[src/rtl/timer_pkg.sv]
package timer_pkg;
  localparam int unsigned CNT_W_DEF   = 32;
  localparam int unsigned ADV_W_DEF   = 8;
  localparam int unsigned CYC_W_DEF   = 64;
  localparam int unsigned IRQ_N_DEF   = 8;
  localparam int unsigned TIMER_IDX_DEF = 7;

  typedef enum logic [1:0] {
    CNT_HOLD = 2'd0,
    CNT_ADV  = 2'd1,
    CNT_LOAD = 2'd2
  } cnt_op_e;
endpackage

[src/rtl/timer_rst_sync.sv]
module timer_rst_sync (
  input  logic clk,
  input  logic rst_n,
  output logic rst_n_sync
);
  logic [1:0] sync_q;

  always_ff @(posedge clk or negedge rst_n) begin
    if (!rst_n) sync_q <= 2'b00;
    else        sync_q <= {sync_q[0], 1'b1};
  end

  assign rst_n_sync = sync_q[1];
endmodule

[src/rtl/timer_cycle_ctr.sv]
module timer_cycle_ctr #(
  parameter int unsigned CYC_W = 64,
  parameter int unsigned ADV_W = 8
) (
  input  logic             clk,
  input  logic             rst_n,
  input  logic             adv_valid,
  input  logic [ADV_W-1:0] adv_amt,
  output logic [CYC_W-1:0] cycle_q
);
  logic [CYC_W-1:0] cycle_d;
  logic             cycle_en;

  always_comb begin
    cycle_en = adv_valid;
    cycle_d  = cycle_q + CYC_W'(adv_amt);
  end

  always_ff @(posedge clk or negedge rst_n) begin
    if (!rst_n)        cycle_q <= '0;
    else if (cycle_en) cycle_q <= cycle_d;
  end

  assert_cycle_adv_R2: assert property (@(posedge clk) disable iff (!rst_n)
    adv_valid |=> cycle_q == $past(cycle_q) + CYC_W'($past(adv_amt)));
  assert_cycle_hold_R2: assert property (@(posedge clk) disable iff (!rst_n)
    !adv_valid |=> $stable(cycle_q));
endmodule

[src/rtl/timer_count_unit.sv]
module timer_count_unit
  import timer_pkg::*;
#(
  parameter int unsigned CNT_W = 32,
  parameter int unsigned ADV_W = 8
) (
  input  logic             clk,
  input  logic             rst_n,
  input  logic             adv_valid,
  input  logic [ADV_W-1:0] adv_amt,
  input  logic             cnt_wr_en,
  input  logic [CNT_W-1:0] cnt_wr_data,
  input  logic             cmp_wr_en,
  input  logic [CNT_W-1:0] cmp_wr_data,
  output logic [CNT_W-1:0] count_q,
  output logic [CNT_W-1:0] compare_q,
  output logic             cross_hit
);
  localparam logic [CNT_W-1:0] CNT_MAX = {CNT_W{1'b1}};

  cnt_op_e          op;
  logic [CNT_W-1:0] amt_ext;
  logic [CNT_W-1:0] count_d;
  logic             count_en;
  logic             below;
  logic             reach;
  logic             wraps;

  always_comb begin
    amt_ext = CNT_W'(adv_amt);
    if (cnt_wr_en)      op = CNT_LOAD;
    else if (adv_valid) op = CNT_ADV;
    else                op = CNT_HOLD;

    count_en = (op != CNT_HOLD);
    case (op)
      CNT_LOAD: count_d = cnt_wr_data;
      CNT_ADV:  count_d = count_q + amt_ext;
      default:  count_d = count_q;
    endcase

    below     = count_q < compare_q;
    reach     = (count_q + amt_ext) >= compare_q;
    wraps     = count_q > (CNT_MAX - amt_ext);
    cross_hit = (op == CNT_ADV) && below && (reach || wraps);
  end

  always_ff @(posedge clk or negedge rst_n) begin
    if (!rst_n)        count_q <= '0;
    else if (count_en) count_q <= count_d;
  end

  always_ff @(posedge clk or negedge rst_n) begin
    if (!rst_n)         compare_q <= '0;
    else if (cmp_wr_en) compare_q <= cmp_wr_data;
  end

  assert_count_load_R8: assert property (@(posedge clk) disable iff (!rst_n)
    cnt_wr_en |=> count_q == $past(cnt_wr_data));
  assert_cmp_load_R8: assert property (@(posedge clk) disable iff (!rst_n)
    cmp_wr_en |=> compare_q == $past(cmp_wr_data));
  assert_no_hit_above_R5: assert property (@(posedge clk) disable iff (!rst_n)
    (count_q >= compare_q) |-> !cross_hit);
  assert_no_hit_on_load_R7: assert property (@(posedge clk) disable iff (!rst_n)
    cnt_wr_en |-> !cross_hit);
endmodule

[src/rtl/timer_pend_flag.sv]
module timer_pend_flag (
  input  logic clk,
  input  logic rst_n,
  input  logic set_i,
  input  logic clr_i,
  output logic pend_q
);
  logic pend_d;
  logic pend_en;

  always_comb begin
    pend_en = set_i | clr_i;
    pend_d  = set_i;
  end

  always_ff @(posedge clk or negedge rst_n) begin
    if (!rst_n)       pend_q <= 1'b0;
    else if (pend_en) pend_q <= pend_d;
  end

  assert_pend_sticky_R6: assert property (@(posedge clk) disable iff (!rst_n)
    (pend_q && !clr_i) |=> pend_q);
  assert_set_wins_R6: assert property (@(posedge clk) disable iff (!rst_n)
    set_i |=> pend_q);
endmodule

[src/rtl/timer_cmp_irq.sv]
module timer_cmp_irq
  import timer_pkg::*;
#(
  parameter int unsigned CNT_W     = CNT_W_DEF,
  parameter int unsigned ADV_W     = ADV_W_DEF,
  parameter int unsigned CYC_W     = CYC_W_DEF,
  parameter int unsigned IRQ_N     = IRQ_N_DEF,
  parameter int unsigned TIMER_IDX = TIMER_IDX_DEF
) (
  input  logic             clk,
  input  logic             rst_n,
  input  logic             adv_valid,
  input  logic [ADV_W-1:0] adv_amt,
  input  logic             cnt_wr_en,
  input  logic [CNT_W-1:0] cnt_wr_data,
  input  logic             cmp_wr_en,
  input  logic [CNT_W-1:0] cmp_wr_data,
  input  logic             pend_clr,
  input  logic [IRQ_N-1:0] irq_pend_i,
  output logic [CYC_W-1:0] cycle_o,
  output logic [CNT_W-1:0] count_o,
  output logic [CNT_W-1:0] compare_o,
  output logic             timer_pend_o,
  output logic [IRQ_N-1:0] irq_pend_o
);
  logic rst_n_sync;
  logic cross_hit;
  logic clr_any;

  timer_rst_sync u_rst (
    .clk        (clk),
    .rst_n      (rst_n),
    .rst_n_sync (rst_n_sync)
  );

  timer_cycle_ctr #(.CYC_W(CYC_W), .ADV_W(ADV_W)) u_cyc (
    .clk       (clk),
    .rst_n     (rst_n_sync),
    .adv_valid (adv_valid),
    .adv_amt   (adv_amt),
    .cycle_q   (cycle_o)
  );

  timer_count_unit #(.CNT_W(CNT_W), .ADV_W(ADV_W)) u_cnt (
    .clk         (clk),
    .rst_n       (rst_n_sync),
    .adv_valid   (adv_valid),
    .adv_amt     (adv_amt),
    .cnt_wr_en   (cnt_wr_en),
    .cnt_wr_data (cnt_wr_data),
    .cmp_wr_en   (cmp_wr_en),
    .cmp_wr_data (cmp_wr_data),
    .count_q     (count_o),
    .compare_q   (compare_o),
    .cross_hit   (cross_hit)
  );

  assign clr_any = pend_clr | cmp_wr_en;

  timer_pend_flag u_pend (
    .clk    (clk),
    .rst_n  (rst_n_sync),
    .set_i  (cross_hit),
    .clr_i  (clr_any),
    .pend_q (timer_pend_o)
  );

  for (genvar g = 0; g < IRQ_N; g++) begin : g_merge
    if (g == TIMER_IDX) begin : g_timer
      assign irq_pend_o[g] = timer_pend_o;
    end else begin : g_pass
      assign irq_pend_o[g] = irq_pend_i[g];
    end
  end

  assert_load_no_rise_R7: assert property (@(posedge clk) disable iff (!rst_n_sync)
    (cnt_wr_en && !timer_pend_o) |=> !timer_pend_o);
  assert_clear_R6: assert property (@(posedge clk) disable iff (!rst_n_sync)
    (clr_any && !cross_hit) |=> !timer_pend_o);
  assert_merge_R9: assert property (@(posedge clk) disable iff (!rst_n_sync)
    irq_pend_o[TIMER_IDX] == timer_pend_o);
endmodule

[config.mk]
export PLATFORM = sky130hd
export DESIGN_NAME = timer_cmp_irq
export DESIGN_NICKNAME = d
export VERILOG_FILES = /design/src/rtl/timer_pkg.sv /design/src/rtl/timer_rst_sync.sv /design/src/rtl/timer_cycle_ctr.sv /design/src/rtl/timer_count_unit.sv /design/src/rtl/timer_pend_flag.sv /design/src/rtl/timer_cmp_irq.sv
export SDC_FILE = /design/constraint.sdc
export NUM_CORES = 1
export LEC_CHECK = 0
export BUFFER_PORTS_ARGS = -buffer_cell sky130_fd_sc_hd__buf_2
export CAP_MARGIN = 20
export CORE_MARGIN = 4
export CORE_UTILIZATION = 54
export DETAILED_ROUTE_END_ITERATION = 10
export GPL_ROUTABILITY_DRIVEN = 1
export GPL_TIMING_DRIVEN = 0
export PLACE_DENSITY_LB_ADDON = 0.3
export SLEW_MARGIN = 20
export SYNTH_ARGS = -nofsm -noshare
export SYNTH_HDL_FRONTEND = slang
export SYNTH_SLANG_ARGS = --single-unit
[constraint.sdc]
create_clock -name clk -period 5.4 [get_ports clk]
set_input_delay 1.08 -clock clk [delete_from_list [all_inputs] [get_ports clk]]
set_output_delay 1.08 -clock clk [all_outputs]
set_load 0.1 [all_outputs]
==> metrics.txt <==
status=complete, no violations; Final Util=0.684; post-route clock period utilization=0.841; Die Wd=approximately 130 µm; Fin Hold WS=approximately 0.31 ns; # clock sinks=roughly 130; NumNets Final=around 1300; top_reg_cell synth=dfrtp_1; initial antenna violation count=3; PwrDens=about 400 nW/µm²; TritonCTS Buffers=17; FF-to-FF Start=u_cnt.count_q[6]; startpoint type of the worst setup path=primary input; EDFF count, synth=0; # setup viols final=0; Final ANT Viol Nets=0; maximum vdd ir drop=between 0.4 and 0.5 mV; worst slew pin tran=between 0.8 and 0.9 ns; Ys Warns=0; path depth of the worst reg2reg path=16; reg2reg end=u_pend.pend_q; Layout Skew=0.0110 ns; Core ar.=15300 µm²; pin count of the biggest net entering global routing=57; DR DRC count=0; die height=around 130 µm; Final Cell Area=about 10000 µm²; Synth Cell Area=between 8000 and 9000 µm²; GR Overflow Total=0; setup_tns=0 ns; worst skew pair latency=around 0.43 ns; CTS tree=built; Avg WL per Cell=17.2 µm; post-detail-place hpwl=between 15000 and 20000 µm; first-pass GRT wire length=38100 µm; # hold bufs at CTS=0; Max Buffers Root-to-Sink=2; CTS-repair resized insts=0; Cell Count Post-Placement=~1300; drt pass-1 iters=5; post-synth top area share=0.386; Critical Path Source=adv_amt[6]; Synth Net Count=roughly 1100; LEAKAGE=around 5.1 nW; # port buffers=212; synthesized flop and latch total=about 130; RSZ-0062 raised after global routing=no; worst-path fanout max=10; Netlist cell types=60; Critical Path RT=around 5.7 ns; asr flop ratio synth=1.00; all-layer global routing usage=0.268; area leader, netlist=dfrtp_1; vias in the first global route=7581; Synth area leaders=dfrtp_1 (39%), ha_1 (12%), xnor2_1 (7.3%); max_cap viols=0; placed instance area=slightly below 10000 µm²; vias per std cell=approximately 5.6; CTS Root Cell=clkbuf_16; 1st-iter DRT viols=560; final hold viol count=0; min cycle time layout=roughly 4.5 ns; layout cells sized above 1=0.232; WL final=23700 µm; post-CTS setup buffers=0; I/O pin count=approximately 220; std cell rows=45; synth-to-layout area growth=23.5%; Final Max Slew Viols=0; Worst EP arrival=between 4 and 5 ns; Hold Path Class=flip-flop to async pin; Non-Filler Instances=between 1000 and 1500; endpoint type of the worst setup path=flip-flop; die area=around 18000 µm²; CP Capture Point=u_pend.pend_q; sequential-to-total area share from yosys stat=0.386; syn avg cell area=slightly above 9 µm²; r2r setup slk=roughly 1.2 ns; Max H-tree Level=4; Setup CP Type=primary input to flip-flop; clock-pin slew on the worst setup and hold paths=roughly 0.06 ns; via count=just under 8000; relative slew slack=0.415; fmax=between 200 and 250 MHz; Syn Inst Count=slightly above 900; gpl congestion=a little over 0.9; Initial Util=0.554
-- stage by stage --
| step | power [W] | worst slack [ns] |
|---|---|---|
| 2_1_floorplan | 0.00262 | 1.23 |
| 3_3_place_gp | 0.00295 | -0.104 |
| 3_5_place_dp | 0.00299 | 0.526 |
| 4_1_cts | 0.00422 | 0.924 |
| 5_1_grt | 0.00443 | 0.625 |
| 6_report | 0.00422 | 0.861 |
-- worst min path at each step --
stage,from,end,slack (ns),cells past startpoint
detailed placement,u_rst.sync_q[1],u_cyc.cycle_q[23],0.33,0
finish,u_rst.sync_q[1],u_cyc.cycle_q[3],0.31,0
floorplan,u_rst.sync_q[0],u_rst.sync_q[1],0.33,0
global route,u_rst.sync_q[0],u_rst.sync_q[1],0.36,0
CTS,u_rst.sync_q[1],u_cyc.cycle_q[3],0.33,0
global placement,u_rst.sync_q[0],u_rst.sync_q[1],0.34,0
-- sequential cells by signal (all words and copies together) (netlist names) --
name,cells
u_pend.pend_q,1
u_rst.sync_q,2
u_cnt.compare_q,32
u_cnt.count_q,32
u_cyc.cycle_q,64
-- cells in the final DEF, fill, tap and decap left out, types with 7 or more instances in the layout --
| cell type | netlist | final |
|---|---|---|
| or3_1 | 7 | 7 |
| mux2i_1 | 8 | 8 |
| o21ai_0 | 78 | 78 |
| buf_4 | 9 | 9 |
| nor3_1 | 19 | 18 |
| and4_1 | 16 | 16 |
| xnor2_1 | 71 | 71 |
| and2_1 | 10 | 10 |
| a21oi_1 | 35 | 35 |
| nand3_1 | 32 | 32 |
| nor4_1 | 9 | 9 |
| nand2_1 | 121 | 121 |
| clkbuf_1 | 27 | 28 |
| xor2_1 | 39 | 39 |
| ha_1 | 80 | 80 |
| mux2_2 | 7 | 7 |
| dfrtp_1 | 131 | 130 |
| nor2_1 | 31 | 31 |
| nand4_1 | 51 | 51 |
| buf_2 | 1 | 213 |
| and3_1 | 13 | 13 |
| clkbuf_16 | 0 | 17 |
| inv_1 | 50 | 50 |
| o211ai_1 | 7 | 7 |
-- where the power goes --
part / total, W / internal (W) / leakage, nW / switching (W)
registers: 0.00120 / 0.00108 / 1.66 / 0.000122
clock network: 0.00123 / 0.000770 / 0.293 / 0.000458
logic: 0.00179 / 0.000454 / 3.17 / 0.00133
-- layout make-up --
cell class,instances,area [µm²]
tap,211,264
inverter,51,191
antenna,1,2.50
clock buffer,18,429
clock inverter,13,184
fill,1306,4830
buffer,41,189
timing repair buffer,214,1110
multi-input combinational,698,4830
sequential,131,3280
-- synth_stat cells, types with 2 or more instances --
cell type / n
a211o_1: 3
a211oi_1: 6
a21o_1: 5
a21oi_1: 35
a221o_1: 2
a221oi_1: 2
a31oi_1: 4
and2_1: 10
and3_1: 13
and4_1: 16
buf_1: 4
buf_4: 9
clkbuf_1: 27
dfrtp_1: 131
fa_1: 2
ha_1: 80
inv_1: 50
mux2_2: 7
mux2i_1: 8
nand2_1: 121
nand2b_1: 4
nand3_1: 32
nand4_1: 51
nor2_1: 31
nor2b_1: 3
nor3_1: 19
nor4_1: 9
nor4b_1: 2
o211ai_1: 7
o21a_1: 6
o21ai_0: 78
o311a_1: 2
or3_1: 7
xnor2_1: 71
xor2_1: 39
-- worst max-delay path, cell delays in order --
cell,delay [ns]
buf_2,0.12
ha_1,0.27
clkbuf_1,0.29
and3_1,0.24
a211o_1,0.13
and2_1,0.19
and2_1,0.19
clkbuf_1,0.51
nand2_1,0.13
xnor2_1,0.16
ha_1,0.31
a21oi_1,0.15
o21ai_0,0.12
a2111oi_0,0.47
o311a_1,0.23
o311a_1,0.16
a211oi_1,0.05
-- kinds of logic (layout without fill, tap and decap cells) --
family / after synthesis / count (layout) / share of synthesized area
AOI/OAI and AO/OA: 161 / 161 / 0.111
and+or+nand+nor: 329 / 329 / 0.202
muxes: 15 / 15 / 0.0187
adders and majority gates: 82 / 82 / 0.123
buffers and inverters: 92 / 337 / 0.0448
other: 1 / 2 / 0.000442
DFF: 131 / 131 / 0.386
xor gates and xnor gates: 110 / 110 / 0.114
-- metal layers --
layer,wire length (µm),up-vias,global-route usage
li1,-,3727,-
met1,10100,3638,0.350
met2,11200,284,0.437
met3,1740,44,0.0684
met4,641,4,0.0880
met5,27,-,0
(Power assumes the default switching activity.)
